## config.mk

```make
export PLATFORM = sky130hd
export DESIGN_NAME = rcon_counter
export DESIGN_NICKNAME = d
export VERILOG_FILES = /design/src/rtl/rcon_counter.sv
export SDC_FILE = /design/constraint.sdc
export NUM_CORES = 1
export LEC_CHECK = 0
export BUFFER_PORTS_ARGS = -buffer_cell sky130_fd_sc_hd__buf_2
export CORE_UTILIZATION = 40
export CTS_CLUSTER_SIZE = 16
export DETAILED_ROUTE_END_ITERATION = 16
export PLACE_DENSITY = 0.69
export SLEW_MARGIN = 10
export SYNTH_ARGS = -nofsm -noshare
export SYNTH_HDL_FRONTEND = slang
export SYNTH_SLANG_ARGS = --single-unit
```

## constraint.sdc

```tcl
create_clock -name clk -period 1.2 [get_ports clk]
set_clock_uncertainty 0.2 [all_clocks]
set_input_delay 0.18 -clock clk [delete_from_list [all_inputs] [get_ports clk]]
set_output_delay 0.18 -clock clk [all_outputs]
set_load 0.01 [all_outputs]
```

## src/rtl/rcon_counter.sv

```systemverilog
module rcon_counter #(
  parameter int W = 8,
  parameter logic [W-1:0] POLY_LO = 8'h1B,
  parameter logic [W-1:0] FWD_SEED = 8'h01,
  parameter logic [W-1:0] BWD_SEED = 8'h36
) (
  input  logic         clk,
  input  logic         rst,
  input  logic         dir_back,
  input  logic         step,
  input  logic         round_done,
  input  logic         lead_byte,
  output logic [W-1:0] rc,
  output logic [W-1:0] key_rc,
  output logic         ready
);

  localparam logic [W-1:0] FWD_LAST = BWD_SEED;
  localparam logic [W-1:0] BWD_LAST = FWD_SEED;

  function automatic logic [W-1:0] mul_x(input logic [W-1:0] v);
    return {v[W-2:0], 1'b0} ^ (v[W-1] ? POLY_LO : '0);
  endfunction

  function automatic logic [W-1:0] div_x(input logic [W-1:0] v);
    logic [W-1:0] t;
    t = v[0] ? (v ^ POLY_LO) : v;
    return {v[0], t[W-1:1]};
  endfunction

  logic [W-1:0] rc_q;
  logic         rdy_q;
  logic         at_last;

  assign at_last = dir_back ? (rc_q == BWD_LAST) : (rc_q == FWD_LAST);

  always_ff @(posedge clk) begin
    if (rst) begin
      rc_q  <= dir_back ? BWD_SEED : FWD_SEED;
      rdy_q <= 1'b0;
    end else if (!rdy_q) begin
      if (round_done && at_last) rdy_q <= 1'b1;
      if (step) rc_q <= dir_back ? div_x(rc_q) : mul_x(rc_q);
    end
  end

  assign rc     = rc_q;
  assign ready  = rdy_q;
  assign key_rc = lead_byte ? rc_q : '0;

  a_r3_fwd_step: assert property (@(posedge clk) disable iff (rst)
    (!$past(rst) && $past(step) && !$past(rdy_q) && !$past(dir_back))
      |-> div_x(rc_q) == $past(rc_q));

  a_r4_bwd_step: assert property (@(posedge clk) disable iff (rst)
    (!$past(rst) && $past(step) && !$past(rdy_q) && $past(dir_back))
      |-> mul_x(rc_q) == $past(rc_q));

  a_r5_hold: assert property (@(posedge clk) disable iff (rst)
    !step |=> $stable(rc_q));

  a_r7_rise_cause: assert property (@(posedge clk) disable iff (rst)
    (!$past(rst) && $rose(rdy_q)) |-> $past(round_done));

  a_r8_sticky: assert property (@(posedge clk) disable iff (rst)
    rdy_q |=> (rdy_q && $stable(rc_q)));

  a_r6_gate: assert property (@(posedge clk) disable iff (rst)
    (key_rc == '0) || (key_rc == rc_q));

endmodule

```

==> results of run 1 <==
==> synth_stat cells <==
cell type | n | area, µm²
edfxtp_1 | 8 | 240
and2_1 | 7 | 43.8
a21oi_1 | 4 | 20.0
mux2i_1 | 4 | 40.0
nor2_1 | 4 | 15.0
xnor2_1 | 4 | 35.0
buf_6 | 3 | 33.8
inv_1 | 2 | 7.51
o21ai_0 | 2 | 10.0
o31ai_1 | 2 | 15.0
xor2_1 | 2 | 17.5
a211oi_1 | 1 | 7.51
a21o_1 | 1 | 7.51
a31oi_1 | 1 | 6.26
and2_2 | 1 | 7.51
and4b_1 | 1 | 10.0
and4bb_2 | 1 | 12.5
buf_2 | 1 | 5.00
buf_4 | 1 | 7.51
dfxtp_1 | 1 | 20.0
nand2_1 | 1 | 3.75
nand3_1 | 1 | 5.00
nor3_1 | 1 | 5.00
nor4b_4 | 1 | 23.8
o22ai_1 | 1 | 6.26
==> repair_timing <==
action	CTS	global route
gates resized for setup	12	7
setup buffers	12	1
pin swaps	8	7
setup endpoints to repair	24	25
==> area by class of cell <==
class                      count  area, µm²  area share
sequential                     9        260       0.272
inverter                       2       7.51     0.00783
tap                           15       18.8      0.0196
multi-input combinational     40        317       0.330
clock buffer                   4       26.3      0.0274
timing repair buffer          40        329       0.343
==> state kept, by name, indices dropped and copies added, names as in the netlist <==
name	flops
rc	8
ready	1
==> power breakdown <==
group / switching (mW) / total, mW / internal (mW)
registers: 0.0371 / 0.422 / 0.385
logic: 0.190 / 0.447 / 0.257
clock network: 0.116 / 0.244 / 0.129
total: 0.343 / 1.11 / 0.771
==> per-layer routing <==
layer	wire length, µm	GRT usage	up-vias
met4	30	0.142	0
met5	0	0	-
li1	-	-	278
met1	692	0.298	267
met3	74	0.0326	4
met2	839	0.383	23
==> metrics by stage <==
| stage | cell area (µm²) | setup TNS (ps) | util | hold slack [ps] |
|---|---|---|---|---|
| floorplan | 613 | -528 | - | 207 |
| global placement | 746 | -667 | 0.552 | 274 |
| detailed placement | 746 | -1130 | 0.552 | 283 |
| CTS | 913 | -2780 | 0.677 | 84.9 |
| global route | 958 | -4280 | 0.710 | 115 |
| finish | 958 | -3110 | 0.710 | 93.1 |
==> how the worst min path moves through the flow <==
stage / startpoint / end / slack [ps] / depth (start not counted)
5_1_grt: round_done / ready$_SDFF_PP0_ / 120 / 4
3_3_place_gp: ready$_SDFF_PP0_ / ready$_SDFF_PP0_ / 270 / 2
6_report: rst / ready$_SDFF_PP0_ / 90 / 2
3_5_place_dp: ready$_SDFF_PP0_ / ready$_SDFF_PP0_ / 280 / 2
2_1_floorplan: rst / rc[4]$_DFFE_PP_ / 210 / 2
4_1_cts: rst / ready$_SDFF_PP0_ / 80 / 2
==> logic make-up after synthesis <==
kind of cell / count (synthesis) / share of synthesized area
AOI/OAI and AO/OA: 12 / 0.120
xor gates and xnor gates: 6 / 0.0868
buffers and inverters: 7 / 0.0888
DFF: 9 / 0.430
muxes: 4 / 0.0661
and+or+nand+nor: 18 / 0.209
==> impl_metrics.env, run 1 <==
export IMPL_grt_first_pass_wirelength_um=2460
export IMPL_status="finished with violations"
export IMPL_wire_per_inst_um=14.9
export IMPL_setup_slack_ps=-222
export IMPL_fill_cells=107
export IMPL_synth_area_um2=606
export IMPL_cp_top_family="flip-flops"
export IMPL_routed_wl_um=1640
export IMPL_hold_viol_final=0
export IMPL_cts_root_buffer="clkbuf_4"
export IMPL_worstMarginPinSlew_ps=286
export IMPL_diodes=0
export IMPL_antenna_found_initial=0
export IMPL_cts_hold_buf=0
export IMPL_ant_nets=0
export IMPL_final_cells=110
export IMPL_crit_buf_inv=1
export IMPL_syn_nets=62
export IMPL_rows=13
export IMPL_cp_slowest_stage_delay_ps=450
export IMPL_crit_required_ps=820
export IMPL_cts_tree="yes"
export IMPL_dieArea_um2=1670
export IMPL_endpoint="key_rc[6]"
export IMPL_cp_start_kind="register"
export IMPL_yosys_cell_types_count=25
export IMPL_hpwlAfterDp_um=1020
export IMPL_power_leakage_nw=0.447
export IMPL_critPathLaunch="rc[6]$_SDFFCE_PP0P_"
export IMPL_failed_checks="negative setup slack"
export IMPL_clkTransAtPathRegs_ps=60
export IMPL_cp_cell_sequence="and2_1 -> buf_2"
export IMPL_final_min_clock_period_ps=1420
export IMPL_min_path_type="input pin to register"
export IMPL_cts_sinks=9
export IMPL_maxSlewViolCount=0
export IMPL_layout_commonest_cell="buf_2"
export IMPL_core_area_um2=1350
export IMPL_synth_ff_latch_count=9
export IMPL_viasPerCell=5.20
export IMPL_placedCellCount=93
export IMPL_worstSetupEndpointType="output pin"
export IMPL_rsz0062_at_grt="true"
export IMPL_grt_use_total=0.238
export IMPL_cap_violations=0
export IMPL_slowest_stage="edfxtp_1"
export IMPL_cp_max_fo=3
export IMPL_layout_common_cells="16 x buf_2, 15 x buf_6, 8 x buf_4, 8 x edfxtp_1, 7 x and2_1"
export IMPL_synth_warnings=0
export IMPL_drtPass1Iterations=4
export IMPL_die_y_um=40.9
export IMPL_reg2reg_slack_ps=-150
export IMPL_grt_start_max_net_pins=16
export IMPL_r2r_cells=4
export IMPL_maxSlewHeadroom=0.809
export IMPL_total_power_mw=1.11
export IMPL_syn_area_per_cell_um2=10.8
export IMPL_place_congestion=0.811
export IMPL_drc=0
export IMPL_synth_seq_area_share=0.430
export IMPL_boundaryPins=23
export IMPL_crit_cells=2
export IMPL_die_w_um=40.9
export IMPL_clock_latency_ps=260
export IMPL_drive_above_1_share=0.526
export IMPL_drt_iter0_drc=4
export IMPL_reg2reg_from="rc[6]$_SDFFCE_PP0P_"
export IMPL_htreeDepth=1
export IMPL_reg2reg_to="ready$_SDFF_PP0_"
export IMPL_vias=572
export IMPL_vdd_ir_drop_max_uv=530
export IMPL_grt_ovfl_total=0
export IMPL_finalSetupViolations=25
export IMPL_p_per_area_nw_per_um2=1160
export IMPL_critPathKind="register to output pin"
export IMPL_critical_path_arrival_ps=1040
export IMPL_syn2layout_area_growth_pct=58.3
export IMPL_port_buffers=22
export IMPL_nets=102
export IMPL_max_freq_mhz=703
export IMPL_start_util=0.449
export IMPL_fin_crit_sh=1.18
export IMPL_grt_pass1_vias=544
export IMPL_cts_made_buffers=3
export IMPL_clockBufferDepth=2
export IMPL_dpl_worst_slack_ps=-236
export IMPL_synthCells=56
(Power assumes the default switching activity.)
==> run 2: changes to the inputs <==
==> config.mk (replaced) <==
export PLATFORM = sky130hd
export DESIGN_NAME = rcon_counter
export DESIGN_NICKNAME = d
export VERILOG_FILES = /design/src/rtl/rcon_counter.sv
export SDC_FILE = /design/constraint.sdc
export NUM_CORES = 1
export LEC_CHECK = 0
export BUFFER_PORTS_ARGS = -buffer_cell sky130_fd_sc_hd__buf_4
export CORE_UTILIZATION = 42
export DETAILED_ROUTE_END_ITERATION = 16
export PLACE_DENSITY = 0.72
export SLEW_MARGIN = 10
export SYNTH_ARGS = -nofsm -noshare
export SYNTH_HDL_FRONTEND = slang
export SYNTH_SLANG_ARGS = --single-unit
==> impl_metrics.env, run 2 (synthesis results as in run 1) <==
export IMPL_maxSlewHeadroom=0.814
export IMPL_reg2reg_to="rc[1]$_DFFE_PP_"
export IMPL_antenna_found_initial=0
export IMPL_layout_common_cells="24 x buf_4, 21 x buf_6, 8 x edfxtp_1, 6 x and2_1, 4 x mux2i_1"
export IMPL_cts_tree="yes"
export IMPL_grt_use_total=0.225
export IMPL_drive_above_1_share=0.550
export IMPL_nets=107
export IMPL_largest_reg_flops=8
export IMPL_setup_slack_ps=-210
export IMPL_cts_root_buffer="clkbuf_4"
export IMPL_p_per_area_nw_per_um2=1110
export IMPL_hold_viol_final=0
export IMPL_cts_made_buffers=3
export IMPL_port_buffers=22
export IMPL_final_min_clock_period_ps=1410
export IMPL_layout_commonest_cell="buf_4"
export IMPL_dpl_instance_area_um2=818
export IMPL_fin_crit_sh=1.17
export IMPL_gr_max_usage_layer="met2"
export IMPL_endpoint="rc[1]$_DFFE_PP_"
export IMPL_grt_util_met3=0.0333
export IMPL_grt_first_pass_wirelength_um=2390
export IMPL_min_path_type="input pin to register"
export IMPL_failed_checks="negative setup slack"
export IMPL_reg2reg_from="rc[7]$_SDFFCE_PP0P_"
export IMPL_grt_pass1_vias=535
export IMPL_cp_max_fo=4
export IMPL_diodes=0
export IMPL_max_freq_mhz=709
export IMPL_critPathLaunch="rc[7]$_SDFFCE_PP0P_"
export IMPL_syn2layout_area_growth_pct=72.3
export IMPL_cp_start_kind="register"
export IMPL_dieArea_um2=1600
export IMPL_place_congestion=0.847
export IMPL_drtPass1Iterations=4
export IMPL_cap_violations=0
export IMPL_final_area_um2=1040
export IMPL_die_w_um=40.0
export IMPL_final_util=0.792
export IMPL_viasPerCell=5.10
export IMPL_power_leakage_nw=0.477
export IMPL_die_y_um=40.0
export IMPL_status="finished with violations"
export IMPL_finalSetupViolations=25
export IMPL_drt_iter0_drc=5
export IMPL_worstMarginPinSlew_ps=276
export IMPL_crit_required_ps=1050
export IMPL_ant_nets=0
export IMPL_critPathKind="register to register"
export IMPL_routed_wl_um=1590
export IMPL_use_met1=0.278
export IMPL_start_util=0.460
export IMPL_core_area_um2=1320
export IMPL_clockBufferDepth=2
export IMPL_grt_start_max_net_pins=18
export IMPL_reg2reg_slack_ps=-210
export IMPL_boundaryPins=23
export IMPL_cts_hold_buf=0
export IMPL_critical_path_arrival_ps=1260
export IMPL_rows=13
export IMPL_vdd_ir_drop_max_uv=837
export IMPL_wire_per_inst_um=13.8
export IMPL_worstSetupEndpointType="register"
export IMPL_grt_util_met2=0.383
export IMPL_rsz0062_at_grt="true"
export IMPL_r2r_cells=3
export IMPL_drc=0
export IMPL_clkTransAtPathRegs_ps=60
export IMPL_htreeDepth=1
export IMPL_vias=586
export IMPL_maxSlewViolCount=0
export IMPL_hpwlAfterDp_um=1010
export IMPL_grt_ovfl_total=0
export IMPL_clock_latency_ps=250
export IMPL_cts_sinks=9
==> run 2: timing repair <==
| item | 4_1_cts | 5_1_grt |
|---|---|---|
| pin swaps | 1 | 4 |
| gates resized for setup | 18 | 9 |
| hold endpoints to repair | 0 | 0 |
| setup buffers | 11 | 3 |
| setup endpoints to repair | 23 | 25 |
==> run 2: through the flow <==
step                setup TNS (ps)  std cells  hold WS (ps)  worst slack, ps  power, mW
global placement              -631         97           274             -126      0.768
CTS                          -3390        112          24.6             -209       1.12
global route                 -4210        115          54.7             -232       1.22
detailed placement            -936         97           281             -180      0.775
floorplan                     -528         56           207             -132      0.623
finish                       -3370        115          52.5             -210       1.16
==> run 2: cell type report <==
cell class	count	area (µm²)
Tap cell	15	18.8
Fill cell	89	274
Sequential cell	9	260
Clock buffer	4	26.3
Multi-Input combinational cell	40	314
Inverter	2	7.51
Timing Repair Buffer	45	417
==> run 2: per-layer routing <==
metal / share of wire / wire, µm
met1: 0.44 / 694
met2: 0.51 / 807
met3: 0.050 / 79
met4: 0.0063 / 10
met5: 0 / 0
==> run 2: critical path, stage by stage, from the launching register on <==
cell and delay, ps:
edfxtp_1 460, buf_6 170, xnor2_1 120, o31ai_1 260
==> run 2: power breakdown <==
| part | leakage, nW | switching, mW | internal, mW | total [mW] |
|---|---|---|---|---|
| Sequential | 0.0916 | 0.0339 | 0.385 | 0.419 |
| Clock | 0.0150 | 0.100 | 0.128 | 0.228 |
| Combinational | 0.370 | 0.200 | 0.310 | 0.510 |
| Total | 0.477 | 0.335 | 0.823 | 1.16 |
==> run 2: worst min path at each step <==
| stage | startpoint | endpoint | slack (ps) | depth (start not counted) |
|---|---|---|---|---|
| finish | rst | ready$_SDFF_PP0_ | 50 | 2 |
| global route | rst | ready$_SDFF_PP0_ | 50 | 2 |
| CTS | rst | ready$_SDFF_PP0_ | 20 | 2 |
| detailed placement | ready$_SDFF_PP0_ | ready$_SDFF_PP0_ | 280 | 2 |
| global placement | ready$_SDFF_PP0_ | ready$_SDFF_PP0_ | 270 | 2 |
| floorplan | rst | rc[4]$_DFFE_PP_ | 210 | 2 |
==> run 3: changes to the inputs <==
--- a/config.mk
+++ b/config.mk
@@ -6,9 +6,11 @@
 export NUM_CORES = 1
 export LEC_CHECK = 0
 export BUFFER_PORTS_ARGS = -buffer_cell sky130_fd_sc_hd__buf_4
-export CORE_UTILIZATION = 42
+export CORE_MARGIN = 4
+export CORE_UTILIZATION = 40
 export DETAILED_ROUTE_END_ITERATION = 16
-export PLACE_DENSITY = 0.72
+export PLACE_DENSITY = 0.69
+export REMOVE_ABC_BUFFERS = 1
 export SLEW_MARGIN = 10
 export SYNTH_ARGS = -nofsm -noshare
 export SYNTH_HDL_FRONTEND = slang
==> impl_metrics.env, run 3 (synthesis results as in run 1) <==
export IMPL_status="finished with violations"
export IMPL_failed_checks="negative setup slack"
export IMPL_viasPerCell=5.24
export IMPL_drc=0
export IMPL_cp_slowest_stage_delay_ps=480
export IMPL_clock_latency_ps=260
export IMPL_layout_common_cells="23 x buf_6, 20 x buf_4, 8 x edfxtp_1, 7 x and2_4, 4 x mux2i_1"
export IMPL_ant_nets=0
export IMPL_die_w_um=46.9
export IMPL_setup_slack_ps=-242
export IMPL_nets=105
export IMPL_htreeDepth=1
export IMPL_drive_above_1_share=0.612
export IMPL_drt_iter0_drc=13
export IMPL_p_per_area_nw_per_um2=1140
export IMPL_final_area_um2=1050
export IMPL_max_freq_mhz=694
export IMPL_cts_tree="yes"
export IMPL_slowest_stage="edfxtp_1"
export IMPL_boundaryPins=23
export IMPL_port_buffers=22
export IMPL_regArea_um2=260
export IMPL_cts_made_buffers=3
export IMPL_grt_start_max_net_pins=18
export IMPL_routed_wl_um=1860
export IMPL_rows=13
export IMPL_grt_ovfl_total=0
export IMPL_final_min_clock_period_ps=1440
export IMPL_holdWs_ps=28.4
export IMPL_cp_top_family="flip-flops"
export IMPL_crit_buf_inv=1
export IMPL_maxSlewViolCount=0
export IMPL_worstMarginPinSlew_ps=246
export IMPL_largest_reg_flops=8
export IMPL_cts_root_buffer="clkbuf_4"
export IMPL_cp_max_fo=4
export IMPL_die_y_um=46.9
export IMPL_critical_path_arrival_ps=1390
export IMPL_start_util=0.443
export IMPL_dpl_instance_area_um2=796
export IMPL_placedCellCount=95
export IMPL_layout_commonest_cell="buf_6"
export IMPL_maxSlewHeadroom=0.835
export IMPL_wire_per_inst_um=16.4
export IMPL_place_congestion=0.738
export IMPL_hpwlAfterDp_um=1050
export IMPL_grt_first_pass_wirelength_um=2750
export IMPL_dieArea_um2=2200
export IMPL_vias=592
export IMPL_total_power_mw=1.20
export IMPL_cp_start_kind="register"
export IMPL_multi_input_area_um2=333
export IMPL_cap_violations=0
export IMPL_grt_pass1_vias=567
export IMPL_clockBufferDepth=2
export IMPL_worstSetupEndpointType="register"
export IMPL_diodes=0
export IMPL_crit_required_ps=1150
export IMPL_cp_cell_sequence="buf_4 -> and4b_1 -> mux2i_1 -> o22ai_1"
export IMPL_power_leakage_nw=0.483
export IMPL_cts_hold_buf=0
export IMPL_hold_viol_final=0
export IMPL_core_area_um2=1370
export IMPL_rsz0062_at_grt="true"
export IMPL_vdd_ir_drop_max_uv=759
export IMPL_grt_use_total=0.186
export IMPL_fin_crit_sh=1.20
export IMPL_finalSetupViolations=25
export IMPL_syn2layout_area_growth_pct=74.2
export IMPL_fill_cells=82
export IMPL_antenna_found_initial=0
export IMPL_drtPass1Iterations=5
export IMPL_final_cells=113
export IMPL_clkTransAtPathRegs_ps=70
export IMPL_min_path_type="input pin to register"
export IMPL_critPathKind="register to register"
export IMPL_cts_sinks=9
export IMPL_final_util=0.772
[run 3: cell types whose count changed in the layout (fill, tap and decap cells not counted), sizes merged]
cell,change
buf,-2
[run 3: final timing paths]
| check | endpoint | slack, ps | from | cells after the start |
|---|---|---|---|---|
| worst min register to register | ready$_SDFF_PP0_ | 300 | ready$_SDFF_PP0_ | 2 |
| worst max-delay path | ready$_SDFF_PP0_ | -240 | rc[5]$_DFFE_PP_ | 4 |
| worst min-delay path | ready$_SDFF_PP0_ | 30 | rst | 2 |
| worst max register to register | ready$_SDFF_PP0_ | -240 | rc[5]$_DFFE_PP_ | 4 |
[run 3: through the flow]
| stage | setup slack, ps | setup TNS [ps] |
|---|---|---|
| floorplan | -139 | -586 |
| global placement | -153 | -882 |
| detailed placement | -174 | -1020 |
| CTS | -214 | -3550 |
| global route | -319 | -5230 |
| finish | -242 | -4110 |
[run 3: area by class of cell]
| class | count | share of cell area |
|---|---|---|
| Inverter | 2 | 0.00712 |
| Sequential cell | 9 | 0.247 |
| Multi-Input combinational cell | 40 | 0.316 |
| Clock buffer | 4 | 0.0249 |
| Timing Repair Buffer | 43 | 0.388 |
| Tap cell | 15 | 0.0178 |
[run 3: routing by layer]
layer  global-route usage  wire, µm  up-vias
li1                     -         -      282
met1                0.217       758      281
met2                0.325       959       27
met3               0.0498       119        2
met4               0.0663        19        0
met5                    0         0        -
[run 3: power by group]
group | switching [mW] | internal [mW] | leakage, nW
clock | 0.119 | 0.129 | 0.0150
sequential | 0.0417 | 0.385 | 0.0916
combinational | 0.205 | 0.318 | 0.377
[run 3: worst reg2reg max path, cell delays in order (launching register included)]
cell and delay (ps):
edfxtp_1 480, buf_4 200, and4b_1 190, mux2i_1 160
o22ai_1 100
[run 3: timing repair]
action                                  CTS  global route
pin swaps                                 2             5
buffers inserted                         12             2
endpoints found under the setup margin   24            25
resized for setup                        21            14
endpoints found under the hold margin     0             0
